--- config.mk ---
export PLATFORM = sky130hd
export DESIGN_NAME = hb_interp_chain
export DESIGN_NICKNAME = d
export VERILOG_FILES = /design/src/rtl/hbi_pkg.sv /design/src/rtl/hbi_rate_gen.sv /design/src/rtl/hbi_halfband.sv /design/src/rtl/hb_interp_chain.sv
export SDC_FILE = /design/constraint.sdc
export NUM_CORES = 2
export LEC_CHECK = 0
export BUFFER_PORTS_ARGS = -buffer_cell sky130_fd_sc_hd__buf_2
export CAP_MARGIN = 5
export CORE_MARGIN = 1
export CORE_UTILIZATION = 30
export CTS_BUF_LIST = sky130_fd_sc_hd__clkbuf_16
export DETAILED_ROUTE_END_ITERATION = 12
export PLACE_DENSITY = 0.5
export SLEW_MARGIN = 20
export SYNTH_ARGS = -nofsm -noshare
export SYNTH_HDL_FRONTEND = slang
export SYNTH_HIERARCHICAL = 1
export SYNTH_SLANG_ARGS = --single-unit
--- constraint.sdc ---
create_clock -name clk -period 12.7 [get_ports clk]
set_clock_uncertainty 0.2 [all_clocks]
set_input_delay 2.54 -clock clk [delete_from_list [all_inputs] [get_ports clk]]
set_output_delay 2.54 -clock clk [all_outputs]
set_load 0.05 [all_outputs]
--- src/rtl/hbi_pkg.sv ---
package hbi_pkg;

    // Controller states: clear-and-latch, then free running.
    typedef enum logic [0:0] {
        S_FLUSH = 1'b0,
        S_RUN   = 1'b1
    } chain_state_e;

    // Map a mode code to the number of stages in use; unknown codes bypass.
    function automatic int active_stages(input int code, input int nst);
        return ((code >= 1) && (code <= nst)) ? code : 0;
    endfunction

endpackage

--- src/rtl/hbi_rate_gen.sv ---
module hbi_rate_gen #(
    parameter  int NST = 4,
    localparam int SW  = $clog2(NST + 1)
) (
    input  logic          clk,
    input  logic          rst_n,
    input  logic          clr,
    input  logic          run,
    input  logic [SW-1:0] n_act,
    output logic [NST:0]  stb
);

    logic [NST-1:0] cnt_q;

    // Free-running phase counter, restarted by a flush.
    always_ff @(posedge clk or negedge rst_n) begin
        if (!rst_n) begin
            cnt_q <= '0;
        end else if (clr) begin
            cnt_q <= '0;
        end else if (run) begin
            cnt_q <= cnt_q + NST'(1);
        end
    end

    // Strobe k has period 2^(n_act-k): high when the low bits of the counter are all ones.
    for (genvar k = 0; k <= NST; k++) begin : g_stb
        int               expo;
        logic [NST:0]     mask;
        logic             hit;

        always_comb begin
            expo = int'(n_act) - k;
            mask = '0;
            hit  = 1'b0;
            if (run && (expo >= 0)) begin
                mask = ((NST+1)'(1) << expo) - (NST+1)'(1);
                hit  = ((cnt_q & mask[NST-1:0]) == mask[NST-1:0]);
            end
        end

        assign stb[k] = hit;

        if (k < NST) begin : g_nest
            // A slower strobe always lands on a cycle of the next faster one.
            AST_STB_NEST: assert property (@(posedge clk) disable iff (!rst_n)
                (stb[k] && (int'(n_act) > k)) |-> stb[k+1]);
        end
    end

endmodule

--- src/rtl/hbi_halfband.sv ---
module hbi_halfband #(
    parameter  int W  = 16,
    localparam int AW = W + 6
) (
    input  logic                clk,
    input  logic                rst_n,
    input  logic                clr,
    input  logic                in_en,
    input  logic                out_en,
    input  logic signed [W-1:0] din,
    output logic signed [W-1:0] y
);

    logic signed [W-1:0]  x0_q, x1_q, x2_q, y_q;
    logic signed [AW-1:0] pair, acc, scaled;
    logic signed [W-1:0]  tap_val;

    // Non-trivial phase: -x[n] + 9(x[n-1] + x[n-2]) - x[n-3], rounded, /16.
    always_comb begin
        pair   = AW'(x0_q) + AW'(x1_q);
        acc    = (pair <<< 3) + pair - AW'(din) - AW'(x2_q) + AW'(8);
        scaled = acc >>> 4;
        if ((&scaled[AW-1:W-1]) || (~|scaled[AW-1:W-1])) begin
            tap_val = scaled[W-1:0];
        end else if (scaled[AW-1]) begin
            tap_val = {1'b1, {(W-1){1'b0}}};
        end else begin
            tap_val = {1'b0, {(W-1){1'b1}}};
        end
    end

    // in_en marks the phase that takes a new sample; the other phase emits the centre tap.
    always_ff @(posedge clk or negedge rst_n) begin
        if (!rst_n) begin
            x0_q <= '0;
            x1_q <= '0;
            x2_q <= '0;
            y_q  <= '0;
        end else if (clr) begin
            x0_q <= '0;
            x1_q <= '0;
            x2_q <= '0;
            y_q  <= '0;
        end else if (out_en) begin
            if (in_en) begin
                x0_q <= din;
                x1_q <= x0_q;
                x2_q <= x1_q;
                y_q  <= tap_val;
            end else begin
                y_q  <= x1_q;
            end
        end
    end

    assign y = y_q;

    AST_IDLE_HOLD: assert property (@(posedge clk) disable iff (!rst_n)
        (!out_en && !clr) |=> ($stable(x0_q) && $stable(x1_q) && $stable(x2_q) && $stable(y_q)));

    AST_IN_NEEDS_OUT: assert property (@(posedge clk) disable iff (!rst_n)
        in_en |-> out_en);

endmodule

--- src/rtl/hb_interp_chain.sv ---
module hb_interp_chain
    import hbi_pkg::*;
#(
    parameter  int W   = 16,
    parameter  int NST = 4,
    localparam int MW  = $clog2(NST + 1)
) (
    input  logic                clk,
    input  logic                rst_n,
    input  logic [MW-1:0]       mode,
    input  logic                in_valid,
    input  logic signed [W-1:0] in_i,
    input  logic signed [W-1:0] in_q,
    output logic                out_valid,
    output logic signed [W-1:0] out_i,
    output logic signed [W-1:0] out_q,
    output logic [NST:0]        rate_stb
);

    chain_state_e        state_q, state_d;
    logic [MW-1:0]       mode_q, n_act;
    logic                clr, run;
    logic signed [W-1:0] yi [NST];
    logic signed [W-1:0] yq [NST];
    logic signed [W-1:0] sel_i, sel_q;

    // State register.
    always_ff @(posedge clk or negedge rst_n) begin
        if (!rst_n) begin
            state_q <= S_FLUSH;
        end else begin
            state_q <= state_d;
        end
    end

    // Transitions.
    always_comb begin
        state_d = state_q;
        unique case (state_q)
            S_FLUSH: state_d = S_RUN;
            S_RUN:   if (mode != mode_q) state_d = S_FLUSH;
        endcase
    end

    // State outputs.
    always_comb begin
        clr = 1'b0;
        run = 1'b0;
        unique case (state_q)
            S_FLUSH: clr = 1'b1;
            S_RUN:   run = 1'b1;
        endcase
    end

    always_ff @(posedge clk or negedge rst_n) begin
        if (!rst_n) begin
            mode_q <= '0;
        end else if (clr) begin
            mode_q <= mode;
        end
    end

    assign n_act = MW'(active_stages(int'(mode_q), NST));

    hbi_rate_gen #(.NST(NST)) u_rate (
        .clk   (clk),
        .rst_n (rst_n),
        .clr   (clr),
        .run   (run),
        .n_act (n_act),
        .stb   (rate_stb)
    );

    for (genvar j = 0; j < NST; j++) begin : g_stage
        logic signed [W-1:0] di, dq;
        logic                en_in, en_out;

        assign en_out = rate_stb[j+1];
        assign en_in  = rate_stb[j] && (int'(n_act) > j);

        if (j == 0) begin : g_head
            assign di = in_valid ? in_i : '0;
            assign dq = in_valid ? in_q : '0;
        end else begin : g_body
            assign di = yi[j-1];
            assign dq = yq[j-1];
        end

        hbi_halfband #(.W(W)) u_rail_i (
            .clk    (clk),
            .rst_n  (rst_n),
            .clr    (clr),
            .in_en  (en_in),
            .out_en (en_out),
            .din    (di),
            .y      (yi[j])
        );

        hbi_halfband #(.W(W)) u_rail_q (
            .clk    (clk),
            .rst_n  (rst_n),
            .clr    (clr),
            .in_en  (en_in),
            .out_en (en_out),
            .din    (dq),
            .y      (yq[j])
        );
    end

    // Bypass takes the input directly; otherwise the last stage in use.
    always_comb begin
        if (n_act == '0) begin
            sel_i = in_valid ? in_i : '0;
            sel_q = in_valid ? in_q : '0;
        end else begin
            sel_i = yi[n_act - MW'(1)];
            sel_q = yq[n_act - MW'(1)];
        end
    end

    always_ff @(posedge clk or negedge rst_n) begin
        if (!rst_n) begin
            out_valid <= 1'b0;
            out_i     <= '0;
            out_q     <= '0;
        end else if (run) begin
            out_valid <= 1'b1;
            out_i     <= sel_i;
            out_q     <= sel_q;
        end else begin
            out_valid <= 1'b0;
            out_i     <= '0;
            out_q     <= '0;
        end
    end

    AST_FLUSH_ZEROES: assert property (@(posedge clk) disable iff (!rst_n)
        (state_q == S_FLUSH) |=> (!out_valid && (out_i == '0) && (out_q == '0)));

    AST_MODE_FLUSH: assert property (@(posedge clk) disable iff (!rst_n)
        ((state_q == S_RUN) && (mode != mode_q)) |=> ##1 !out_valid);

    AST_BYPASS_PASS: assert property (@(posedge clk) disable iff (!rst_n)
        ((state_q == S_RUN) && (n_act == '0) && in_valid)
            |=> ((out_i == $past(in_i)) && (out_q == $past(in_q))));

endmodule

==> metrics.md <==
| Metric | Value |
|---|---|
| Slack of the critical path | 5.06 ns |
| Setup TNS | 0 ns |
| CTS tree | done |
| Sequential share of the synthesized area | 27.0% |
| Clock latency on the worst-skew pair | 0.70 ns |
| Post-CTS sizing | 0 |
| Startpoint types | input port |
| Comb power frac | 24.8% |
| Top-area cell type share of the netlist area | 27.0% |
| Synth area leaders | dfrtp_1 27%, ha_1 13%, fa_1 9.1% |
| Sw Share | 36.3% |
| Period utilization | 60.2% |
| Pre-CTS setup slack | 4.34 ns |
| Number of synthesized flops with an enable pin | 0 |
| Total die area | 173,000 µm² |
| Slew Limit Fails | 0 |
| Crit Path Class | in -> reg |
| CP arrival | 7.97 ns |
| Initial antenna violation count | 16 |
| DRC violations left | 0 |
| Synth cell types | 98 |
| Synth-to-Final Area Change | 9.04% |
| Number of max-cap violations | 0 |
| Switch Pwr | 1.90 mW |
| Placed cells | 7,969 |
| CTS Root Cell | clkbuf_16 |
| Remaining global-route overflow | 0 |
| Flop pwr share | 34.8% |
| Clock power frac | 40.4% |
| Placement Rows | 151 |
| Antenna Nets Post-Route | 0 |
| Ports | 76 |
| Cts hold-fix bufs | 0 |
| Core ar. | 170,000 µm² |
| Drt pass-1 iters | 5 |
| H-tree depth | 3 |
| Gpl congestion | 0.888 |
| Cell-internal power | 3.33 mW |
| Max VDD drop | 0.000177 V |
| Clock transition at path regs | 0.06 ns |
| First-pass GRT wire length | 238 mm |
| Worst-path fanout max | 32 |
| Post-synth ARST share | 100% |
| Vias per cell | 5.05 |
| LEAKAGE | 25.0 nW |
| Slew at the pin closest to its max-slew limit | 1.11 ns |
| Final Hold Vio Count | 0 |
| Final min period | 7.64 ns |
| Hold WC Path Type | reg -> reg |
| Vias | 40,900 |
| Mean Syn Cell Area | 8.74 µm² |
| Synth Register Bits | 553 |
| Cell depth of the worst flop-to-flop path | 24 |
| Max Clock Freq | 131 MHz |
| Vias in the first global route | 39,900 |
| Starting density of the core | 30.2% |
| Syn Inst Count | 5,870 |
| Postcts setup bufs | 0 |
| Tot GR Track Use | 17.4% |
| Non-filler cells, final | 8,101 |
| TritonCTS Buffers | 73 |
| Buffers on Ports | 75 |
| Number of DRC markers in iteration 0 | 2,957 |
| Synth area leader | dfrtp_1 |
| Chip height | 415 µm |
| Share of cells above drive strength 1 | 7.84% |
| PwrDens | 93.4 nW/µm² |
| Post-detail-place hpwl | 114 mm |
| Total Power | 5.22 mW |
| Syn Nets | 6,686 |
| RSZ-0062 raised after global routing | false |
| Die width | 415 µm |
| Critical Path Sink Type | flop |
| Commonest non-fill, non-tap cell in the layout | nand2_1 |
| Filler cell count | 17,600 |
| Rel. slew slack | 25.9% |
| Synthesized cell area | 51,300 µm² |
| Outcome | complete, no violations |
| Commonest non-fill, non-tap cells in the layout | 1,018 x nand2_1, 713 x inv_1, 563 x a21oi_1, 553 x dfrtp_1, 546 x ha_1 |
| Synth Flop Type | dfrtp_1 |
| Final #Nets | 6,642 |
| Drt wl/cell | 18.7 µm |
| Synth warn | 6 |
| Largest net degree at the start of global routing | 184 |
| WP data required | 13.03 ns |
| DRT Wirelength | 152 mm |
| CTS max path bufs | 3 |
| Hold path depth | 2 |
| CTS Sinks | 553 |
| Final setup violation count | 0 |
==> routing by layer <==
metal	share of wire, %	vias to the layer above	track usage [%]
li1	-	19900	-
met2	45	766	27.4
met3	4.0	164	1.87
met5	0.0086	-	0
met1	48	20100	24.9
met4	3.1	2	5.69
==> cell usage after synthesis (12+ instances only) <==
cell type / instances
nand2_1: 1022
inv_1: 700
a21oi_1: 567
dfrtp_1: 553
ha_1: 546
fa_1: 232
a21o_1: 181
xnor2_1: 158
clkbuf_1: 155
o21ai_0: 154
nor2_1: 135
xor2_1: 118
nand3b_1: 81
nand2b_1: 74
o2bb2ai_1: 74
nor2b_1: 69
nor3_1: 67
nand3_1: 58
a31oi_1: 57
a211oi_1: 56
or3_1: 52
a22oi_2: 50
and3_1: 43
and2_0: 40
a21boi_0: 37
o21ai_1: 31
mux4_2: 28
o21a_1: 28
and2b_2: 27
a22oi_1: 25
buf_6: 24
and2_1: 22
o31a_1: 20
a211o_1: 19
o211ai_1: 19
a21oi_2: 16
nor3b_1: 16
nor4_1: 15
o31ai_1: 15
o21bai_1: 14
a2111oi_0: 13
buf_1: 13
clkbuf_8: 12
==> cells by family after synthesis <==
| family | Yosys count | share of synthesized area [%] |
|---|---|---|
| and+or+nand+nor | 1793 | 16.6 |
| AOI/OAI and AO/OA | 1492 | 20.0 |
| buffers and inverters | 936 | 7.68 |
| adders and majority gates | 778 | 22.4 |
| DFF | 553 | 27.0 |
| xor gates and xnor gates | 279 | 4.81 |
| muxes | 39 | 1.58 |
==> sequential cells by signal, indices dropped and copies added, names as in the netlist <==
name,flops
u_rate/cnt_q,4
g_stage.u_rail_q/x2_q,64
g_stage.u_rail_i/x0_q,64
out_valid,1
state_q,1
g_stage.u_rail_q/y,64
g_stage.u_rail_q/x0_q,64
g_stage.u_rail_i/x2_q,64
g_stage.u_rail_i/y,64
out_q,16
g_stage.u_rail_i/x1_q,64
g_stage.u_rail_q/x1_q,64
out_i,16
mode_q,3
==> cell type report <==
type                       instances  area (µm²)  area share [%]
antenna                            1        2.50         0.00447
clock buffer                      75        1880            3.36
clock inverter                    56         488           0.873
inverter                         706        2660            4.76
multi-input combinational       4381       33600            60.1
sequential                       553       13800            24.7
tap                             2218        2780            4.96
timing repair buffer             111         684            1.22
==> stage by stage <==
step	utilization, %	area [µm²]	hold WS (ns)
global placement	31.6	53500	0.311
floorplan	-	51300	0.287
global route	33.0	55900	0.341
CTS	33.0	55900	0.323
finish	33.0	55900	0.318
detailed placement	31.6	53500	0.315
==> worst max-delay path, stage by stage <==
cell	delay [ns]
buf_2	0.61
nand2_1	0.16
inv_1	0.14
fa_1	0.19
inv_1	0.05
fa_1	0.51
inv_1	0.05
fa_1	0.46
or3b_2	0.51
fa_1	0.43
nor2b_1	0.16
o21ai_1	0.15
a21oi_4	0.24
a2111oi_4	0.08
o31ai_1	0.32
a21oi_2	0.11
xnor2_2	0.66
a211oi_4	0.31
o2bb2ai_1	0.23
==> worst paths after layout <==
path / startpoint / slack [ns] / endpoint
setup reg to reg: g_stage[3].u_rail_q/x0_q[0] / 5.37 / g_stage[3].u_rail_q/y[0]
hold / removal: g_stage[1].u_rail_i/x2_q[0] / 0.32 / g_stage[1].u_rail_i/x2_q[0]
max in group asynchronous: rst_n / 8.67 / g_stage[1].u_rail_q/x0_q[6]
hold reg to reg: g_stage[1].u_rail_i/x2_q[0] / 0.32 / g_stage[1].u_rail_i/x2_q[0]
min in group asynchronous: rst_n / 1.60 / g_stage[3].u_rail_i/x2_q[15]
setup / recovery: in_valid / 5.06 / g_stage[0].u_rail_q/y[1]
==> power groups by stage <==
stage	clock network (mW)	registers [mW]	logic, mW
global placement	0	1.85	1.30
global route	2.24	1.82	1.40
finish	2.11	1.82	1.29
floorplan	0	1.92	0.900
detailed placement	0	1.85	1.30
CTS	2.19	1.82	1.31
Note: power is estimated with default switching activity, not from simulation.
